<file path="config.mk">
export PLATFORM = sky130hd
export DESIGN_NAME = seg_xlate_unit
export DESIGN_NICKNAME = d
export VERILOG_FILES = /design/src/rtl/seg_pkg.sv /design/src/rtl/seg_bank.sv /design/src/rtl/seg_check.sv /design/src/rtl/seg_xlate_unit.sv
export SDC_FILE = /design/constraint.sdc
export NUM_CORES = 1
export LEC_CHECK = 0
export ABC_AREA = 1
export BUFFER_PORTS_ARGS = -buffer_cell sky130_fd_sc_hd__buf_2
export CORE_MARGIN = 10
export CORE_UTILIZATION = 56
export CTS_CLUSTER_DIAMETER = 80
export DETAILED_ROUTE_END_ITERATION = 12
export PLACE_DENSITY = 0.76
export SLEW_MARGIN = 20
export SYNTH_ARGS = -nofsm -noshare
export SYNTH_HDL_FRONTEND = slang
export SYNTH_SLANG_ARGS = --single-unit
</file>
<file path="constraint.sdc">
create_clock -name clk -period 4.4 [get_ports clk]
set_clock_uncertainty 0.2 [all_clocks]
set_input_delay 1.1 -clock clk [delete_from_list [all_inputs] [get_ports clk]]
set_output_delay 1.1 -clock clk [all_outputs]
set_load 0.02 [all_outputs]
</file>
<file path="src/rtl/seg_pkg.sv">
package seg_pkg;
  typedef enum logic [1:0] {
    ACC_NONE = 2'b00,
    ACC_RO   = 2'b01,
    ACC_RSV  = 2'b10,
    ACC_RW   = 2'b11
  } acc_t;

  localparam int CTRL_EN_BIT   = 0;
  localparam int CTRL_USER_BIT = 1;
endpackage

</file>
<file path="src/rtl/seg_bank.sv">
module seg_bank #(
  parameter int N_SEG  = 8,
  parameter int BASE_W = 12,
  parameter int LEN_W  = 7
) (
  input  logic                     clk,
  input  logic                     rst,
  input  logic                     wr_en,
  input  logic                     wr_desc,
  input  logic [$clog2(N_SEG)-1:0] wr_idx,
  input  logic [BASE_W-1:0]        wr_data,
  input  logic [$clog2(N_SEG)-1:0] rd_idx,
  output logic [BASE_W-1:0]        rd_base,
  output logic [LEN_W-1:0]         rd_len,
  output seg_pkg::acc_t            rd_acc
);
  logic [BASE_W-1:0] base_q [N_SEG];
  logic [LEN_W-1:0]  len_q  [N_SEG];
  seg_pkg::acc_t     acc_q  [N_SEG];

  for (genvar i = 0; i < N_SEG; i++) begin : g_ent
    always_ff @(posedge clk) begin
      if (rst) begin
        base_q[i] <= '0;
        len_q[i]  <= '0;
        acc_q[i]  <= seg_pkg::ACC_NONE;
      end else if (wr_en && wr_idx == i) begin
        if (wr_desc) begin
          len_q[i] <= wr_data[LEN_W-1:0];
          acc_q[i] <= seg_pkg::acc_t'(wr_data[LEN_W+1:LEN_W]);
        end else begin
          base_q[i] <= wr_data;
        end
      end
    end
  end

  assign rd_base = base_q[rd_idx];
  assign rd_len  = len_q[rd_idx];
  assign rd_acc  = acc_q[rd_idx];
endmodule

</file>
<file path="src/rtl/seg_check.sv">
module seg_check #(
  parameter int VA_W   = 16,
  parameter int PA_W   = 18,
  parameter int SEG_W  = 3,
  parameter int BLK_SH = 6,
  localparam int OFF_W  = VA_W - SEG_W,
  localparam int BASE_W = PA_W - BLK_SH,
  localparam int LEN_W  = OFF_W - BLK_SH
) (
  input  logic              en,
  input  logic              valid,
  input  logic              write,
  input  logic [VA_W-1:0]   vaddr,
  input  logic [BASE_W-1:0] base,
  input  logic [LEN_W-1:0]  len,
  input  seg_pkg::acc_t     acc,
  output logic [PA_W-1:0]   paddr,
  output logic              f_len,
  output logic              f_acc,
  output logic              mem_valid
);
  logic [OFF_W-1:0] offset;
  logic [LEN_W-1:0] blk;
  logic             can_rd, can_wr;

  assign offset = vaddr[OFF_W-1:0];
  assign blk    = offset[OFF_W-1:BLK_SH];
  assign can_rd = (acc == seg_pkg::ACC_RO) || (acc == seg_pkg::ACC_RW);
  assign can_wr = (acc == seg_pkg::ACC_RW);

  always_comb begin
    if (en) begin
      paddr = {base, {BLK_SH{1'b0}}} + PA_W'(offset);
      f_len = valid && (blk > len);
      f_acc = valid && (write ? !can_wr : !can_rd);
    end else begin
      paddr = PA_W'(vaddr);
      f_len = 1'b0;
      f_acc = 1'b0;
    end
    mem_valid = valid && !f_len && !f_acc;
  end
endmodule

</file>
<file path="src/rtl/seg_xlate_unit.sv">
module seg_xlate_unit #(
  parameter int VA_W   = 16,
  parameter int PA_W   = 18,
  parameter int SEG_W  = 3,
  parameter int BLK_SH = 6,
  localparam int N_SEG  = 1 << SEG_W,
  localparam int OFF_W  = VA_W - SEG_W,
  localparam int BASE_W = PA_W - BLK_SH,
  localparam int LEN_W  = OFF_W - BLK_SH,
  localparam int RA_W   = SEG_W + 3
) (
  input  logic              clk,
  input  logic              rst,
  input  logic              cpu_req_valid,
  input  logic [VA_W-1:0]   cpu_vaddr,
  input  logic              cpu_write,
  output logic              mem_req_valid,
  output logic [PA_W-1:0]   mem_paddr,
  output logic              fault_len,
  output logic              fault_acc,
  input  logic              reg_wr_en,
  input  logic [RA_W-1:0]   reg_addr,
  input  logic [BASE_W-1:0] reg_wdata,
  output logic              priv_fault,
  output logic              cur_user,
  output logic              xlate_on
);
  logic              user_q, en_q;
  logic              wr_ok, wr_ctrl;
  logic [SEG_W-1:0]  seg_sel;
  logic [BASE_W-1:0] b_base [2];
  logic [LEN_W-1:0]  b_len  [2];
  seg_pkg::acc_t     b_acc  [2];

  assign wr_ok   = reg_wr_en && !user_q;
  assign wr_ctrl = reg_addr[RA_W-1];
  assign seg_sel = cpu_vaddr[VA_W-1:OFF_W];

  always_ff @(posedge clk) begin
    if (rst) begin
      user_q <= 1'b0;
      en_q   <= 1'b0;
    end else if (wr_ok && wr_ctrl) begin
      en_q   <= reg_wdata[seg_pkg::CTRL_EN_BIT];
      user_q <= reg_wdata[seg_pkg::CTRL_USER_BIT];
    end
  end

  for (genvar b = 0; b < 2; b++) begin : g_bank
    seg_bank #(.N_SEG(N_SEG), .BASE_W(BASE_W), .LEN_W(LEN_W)) u_bank (
      .clk     (clk),
      .rst     (rst),
      .wr_en   (wr_ok && !wr_ctrl && (reg_addr[SEG_W+1] == b[0])),
      .wr_desc (reg_addr[SEG_W]),
      .wr_idx  (reg_addr[SEG_W-1:0]),
      .wr_data (reg_wdata),
      .rd_idx  (seg_sel),
      .rd_base (b_base[b]),
      .rd_len  (b_len[b]),
      .rd_acc  (b_acc[b])
    );
  end

  seg_check #(.VA_W(VA_W), .PA_W(PA_W), .SEG_W(SEG_W), .BLK_SH(BLK_SH)) u_check (
    .en        (en_q),
    .valid     (cpu_req_valid),
    .write     (cpu_write),
    .vaddr     (cpu_vaddr),
    .base      (b_base[user_q]),
    .len       (b_len[user_q]),
    .acc       (b_acc[user_q]),
    .paddr     (mem_paddr),
    .f_len     (fault_len),
    .f_acc     (fault_acc),
    .mem_valid (mem_req_valid)
  );

  assign priv_fault = reg_wr_en && user_q;
  assign cur_user   = user_q;
  assign xlate_on   = en_q;
endmodule

</file>
; After elaboration in Yosys (flattened, before gate mapping)
; Memories as Yosys holds them, arrays and structs flattened.
; Cells that the tools add are included.
[totals]
rom_bits = 0
latchBits = 0
memories = 6
ff_bits = 2
mem_bits_rw = 336
[op_classes]
div_mod_pow = 0
multipliers = 0
order_cmp = 2
addsub = 1
n_reduce_logical = 34
bitwise_logic = 50
n_shift = 0
n_eq_ne = 9
muxes = 161
[mem_list]
columns = memory, words, width, read_ports, rd_clocked_by_memory_dff, write_ports, line_no
row1 = g_bank[0].u_bank.base_q, 8, 12, 1, 0, 8, seg_bank.sv:17  ; logic [BASE_W-1:0] base_q [N_SEG];
row2 = g_bank[1].u_bank.base_q, 8, 12, 1, 0, 8, seg_bank.sv:17
row3 = g_bank[0].u_bank.len_q, 8, 7, 1, 0, 8, seg_bank.sv:18  ; logic [LEN_W-1:0] len_q [N_SEG];
row4 = g_bank[1].u_bank.len_q, 8, 7, 1, 0, 8, seg_bank.sv:18
row5 = g_bank[0].u_bank.acc_q, 8, 2, 1, 0, 8, seg_bank.sv:19  ; seg_pkg::acc_t acc_q [N_SEG];
row6 = g_bank[1].u_bank.acc_q, 8, 2, 1, 0, 8, seg_bank.sv:19
[op_table]
columns = cell, count
row1 = $mux W12, 19
row2 = $mux W7, 19
row3 = $mux W1, 103
row4 = $or A1 B1 Y1, 48
row5 = $mux W2, 19
row6 = $logic_and A1 B1 Y1, 26
row7 = $add A18 B13 Y18, 1
row8 = $mux W18, 1
row9 = $eq A3 B3 Y1 const B, 4
row10 = $gt A7 B7 Y1, 1
row11 = $eq A3 B2 Y1 const B, 2
row12 = $logic_not A1 Y1, 6
row13 = $eq A3 B1 Y1 const B, 1
row14 = $logic_not A3 Y1, 1
row15 = $eq A2 B1 Y1 const B, 1
row16 = $eq A2 B2 Y1 const B, 1
row17 = $ge A2 B2 Y1 const B, 1
row18 = $not A1 Y2, 1
row19 = $logic_or A1 B1 Y1, 1
row20 = $not A1 Y1, 1

; Depth between registers and ports, before layout
[depth]
depth_word = 12
depth_mapped = 23
depth_no_buf = 19

; Modules after synthesis
; From an unflattened synthesis, not the netlist that was laid out.
[unflattened]
hier_cells = 2244
hier_area_um2 = 18119.9
[by_module_without_submodules]
columns = module, cells_per_inst, instances, area_per_inst_um2
row1 = seg_bank (g_bank[1].u_bank), 997, 1, 8494.4
row2 = seg_bank (g_bank[0].u_bank), 997, 1, 8350.5
row3 = seg_check, 165, 1, 907.1
row4 = seg_xlate_unit, 85, 1, 367.9

; Least setup slack after synthesis
; OpenSTA, ideal clock, no wires.
[synth_timing]
kind = input to output
start = in cpu_vaddr[13]
end = out mem_paddr[16]
path_buffers = 4
path_stages = 22
path_slack_ns = -0.561
required_ns = 3.100
t_arrival_ns = 3.661
path_cell_list = buf_6 buf_4 buf_4 buf_2 o21ai_1 o221ai_1 o211ai_1 nand2_1 ha_1 inv_1 fa_1 inv_1 nand3_1 nand2_1 nand3_1 nand2_1 nand2_1 nand2_1 nand3_1 nor2_1 nor2_1 nor2_1
[synth_via]
elab_chain_cells = 6
[synth_rtl]
columns = item, line_no
row1 = start: declaration, seg_xlate_unit.sv:15  ; input logic [VA_W-1:0] cpu_vaddr,
row2 = $mem_v2 Z8 W12, n/a
row3 = $mux W12 (not written as such) (*) (3 in a row), seg_xlate_unit.sv:69  ; .base (b_base[user_q]),
row4 = $add A18 B13 Y18 (*), seg_check.sv:33  ; paddr = {base, {BLK_SH{1'b0}}} + PA_W'(offset);
row5 = $mux W18 (*), seg_check.sv:32  ; if (en) begin
row6 = end: declaration, seg_xlate_unit.sv:18  ; output logic [PA_W-1:0] mem_paddr,
; Mark *: on every way between the ends. The rest lies on a longest branch, timed or not. The select of a mux whose other input is x is not followed.

; Final worst setup path
[layout_timing]
start = in cpu_vaddr[13]
end = out mem_req_valid
[layout_via]
elab_chain_cells = 12
[layout_rtl]
columns = item, line_no
row1 = branches (longest 11 deep; another with $mem_v2 Z8 W7), n/a
row2 = $logic_and A1 B1 Y1 (*), seg_check.sv:41  ; mem_valid = valid && !f_len && !f_acc;
row3 = end: declaration, seg_xlate_unit.sv:17  ; output logic mem_req_valid,
; Every way passes the cells marked *. The select of a mux whose other input is x is not followed.

==> flow_summary.json <==
{
  "cpMaxStageDelayCell": "o211ai_1",
  "tns_ps": -2810,
  "grt_overflow": 0,
  "hold_path_depth": 2,
  "io_pins": 63,
  "cpMostUsedCell": "nand2_1",
  "ant_nets": 0,
  "n_antenna_cell": 0,
  "yosys.area_share.xor_xnor_pct": 0.260,
  "setup_slack_ps": -341,
  "p_leak_nw": 7.51,
  "netlist_area_sq_mm": 0.0169,
  "ys_seq_area_share_pct": 60.1,
  "drive_gt1_share_pct": 23.2,
  "std_cell_rows": 63,
  "reg2regPathDepth": 7,
  "dr.first_iter.drc_count": 1553,
  "min_period_ps": 4740,
  "via_per_inst": 6.14,
  "ys.flop_type": "edfxtp_1",
  "syn_avg_cell_area_sq_um": 10.3,
  "synth_top_family_by_area": "simple AND/OR/NAND/NOR gates",
  "fmax_mhz": 211,
  "power_frac_comb_pct": 12.8,
  "p_switching_mw": 1.88,
  "rsz0062_at_grt": "true",
  "clk_latency_ps": 500,
  "die_y_um": 194,
  "drc": 0,
  "clock_tree.buffer_depth": 3,
  "violations": "negative setup slack",
  "antenna_found_initial": 2,
  "cp-start-kind": "primary input",
  "ys_types": 38,
  "path_cells": "buf_12 > inv_16 > bufbuf_16 > o21ai_4 > o22ai_1 > o211ai_1 > nand2_1 > inv_1 > ha_1 > a21oi_1 > o21ai_1 > a21oi_2 > nor2_2 > nor2_1 > nand2_1 > inv_2 > buf_6",
  "cts_root_buf": "clkbuf_16",
  "wl_um": 45900,
  "initial_core_util_pct": 56.9,
  "dieArea_sq_mm": 0.0375,
  "hold_violations": 0,
  "power_per_cell_area_mw_per_mm2": 387,
  "synth_edf_count": 336,
  "path_class": "in2out",
  "cp_max_fo": 25,
  "cts_tree": "built",
  "grt_use_total_pct": 23.4,
  "num-nets-final": 1734,
  "dp.cells": 2017,
  "fillCellCount": 2130,
  "areaGrowthSynthToFinish_pct": 15.1,
  "place_ws_ps": -618,
  "mostFrequentLayoutCells": "nor2_1 (401), edfxtp_1 (336), nand2_1 (171), nand3_1 (89), o21ai_0 (88)",
  "grt_max_degree": 50,
  "routed-via-count": 12800,
  "rrSetupSlack_ps": 1260,
  "place.gp.congestion": 0.893,
  "holdWs_ps": 607,
  "crit_arrival_ps": 3440,
  "p_sw_share_pct": 25.1,
  "stdcell_count": 2093,
  "intPower_mw": 5.62,
  "synthAdderAreaFrac_pct": 1.16,
  "worst_ep_required_time_ps": 3100,
  "period_share_pct": 108,
  "total_power_mw": 7.50,
  "htree_levels": 2,
  "status": "complete, but fails checks",
  "ys_ff_latch": 338,
  "setup_violations": 11,
  "endpoint_kind": "primary output",
  "worst_pin_slew_ps": 796,
  "async_flop_share_pct": 0,
  "cap_violations": 0,
  "max_slew_margin_pct": 46.9,
  "cts_sinks": 338,
  "io_buffers": 50,
  "synth_compound_area_share_pct": 8.94,
  "vdd_drop_max_mv": 0.254,
  "hp-class": "in2reg",
  "drt-pass1-iter-count": 6,
  "synth_area_leaders": "edfxtp_1 (60%), nor2_1 (9.1%), nand2_1 (4.1%), o21ai_0 (3.6%), nor2_2 (2.9%)",
  "cts_buffers": 35,
  "slowest_delay_ps": 410,
  "grt_pass1_wl_um": 70000,
  "hold_buffers": 0,
  "clkTransAtPathRegs_ps": 50,
  "yosys.area.top_type": "edfxtp_1",
  "coreArea_sq_mm": 0.0296,
  "yosys.area.top_type_share_pct": 59.8,
  "first_global_vias": 12200,
  "wire_per_inst_um": 21.9,
  "dpl.hpwl_um": 28900,
  "mostFrequentLayoutCell": "nor2_1",
  "syn_inst": 1637,
  "syn_nets": 1691,
  "slew_violations": 0,
  "clkPwrFrac_pct": 37.8,
  "die_x_um": 194,
  "ys_warn_count": 0,
  "muxShareOfSynthArea_pct": 0,
  "seqPwrFrac_pct": 49.4,
  "synth_simple_gate_area_share_pct": 23.1
}
==> power by group through the flow <==
| stage | Combinational [mW] | Clock [mW] | Sequential, mW |
|---|---|---|---|
| final | 0.959 | 2.84 | 3.71 |
| after detailed placement | 0.819 | 0 | 3.77 |
| after floorplan | 0.560 | 0 | 3.75 |
| after global routing | 1.02 | 2.95 | 3.72 |
| after global placement | 0.799 | 0 | 3.77 |
| after CTS | 0.900 | 2.83 | 3.70 |
==> path summary, 6_finish.rpt <==
path / endpoint / start
max reg2reg: g_bank[0].u_bank.len_q[0][1] / cur_user
min reg2reg: cur_user / cur_user
min: cur_user / rst
max: mem_req_valid / cpu_vaddr[13]
==> synth_stat cells, types with 27 or more instances <==
cell type and instances:
clkbuf_1 60, o21ai_0 120, o221ai_1 44, o21ai_1 27
inv_1 59, buf_2 41, nor2_2 78, nand3_1 96
nand2_1 182, edfxtp_1 336, nor2_1 411
==> through the flow <==
step	cell area, sq um	utilization, %
after floorplan	17000	-
after global placement	17600	59.5
after detailed placement	17600	59.5
after CTS	19200	64.7
after global routing	19400	65.5
final	19400	65.5
==> layer usage <==
metal | vias up | global-route usage (%) | share of wire, %
met5 | - | 0 | 0.028
met4 | 2 | 8.27 | 2.7
met3 | 97 | 4.91 | 12
met2 | 837 | 36.8 | 47
met1 | 6143 | 31.5 | 38
li1 | 5762 | - | -
==> sequential cells by signal (all words and copies together) (netlist names) <==
name and flops:
cur_user 1, g_bank.u_bank.acc_q 32, g_bank.u_bank.base_q 192, g_bank.u_bank.len_q 112, xlate_on 1
==> area by class of cell <==
cell class | count | area, sq um | area share [%]
Clock inverter | 15 | 140 | 0.722
Multi-Input combinational cell | 1087 | 5990 | 30.9
Tap cell | 390 | 488 | 2.51
Sequential cell | 338 | 10100 | 52.2
Inverter | 67 | 289 | 1.49
Timing Repair Buffer | 151 | 1440 | 7.40
Clock buffer | 45 | 935 | 4.82
==> critical path: cells and delay by family <==
family | cells | cell delay, ps
buf+inv | 6 | 730
compound gates | 6 | 1010
fa+ha+maj | 1 | 230
simple gates | 4 | 340
==> logic make-up after synthesis <==
kind of cell,count (synthesis)
AO/OA/AOI/OAI,252
XOR/XNOR,5
adder cells (fa/ha/maj),15
buffers and inverters,212
flip-flops,338
AND/OR/NAND/NOR,815
==> timing repair <==
item | CTS | global route
gates resized for setup | 82 | 53
buffers inserted | 10 | 2
endpoints found under the setup margin | 14 | 14
hold endpoints to repair | 0 | 0
pin swaps | 18 | 24
gates cloned | 4 | 1
Power figures use the tool's default switching activity.
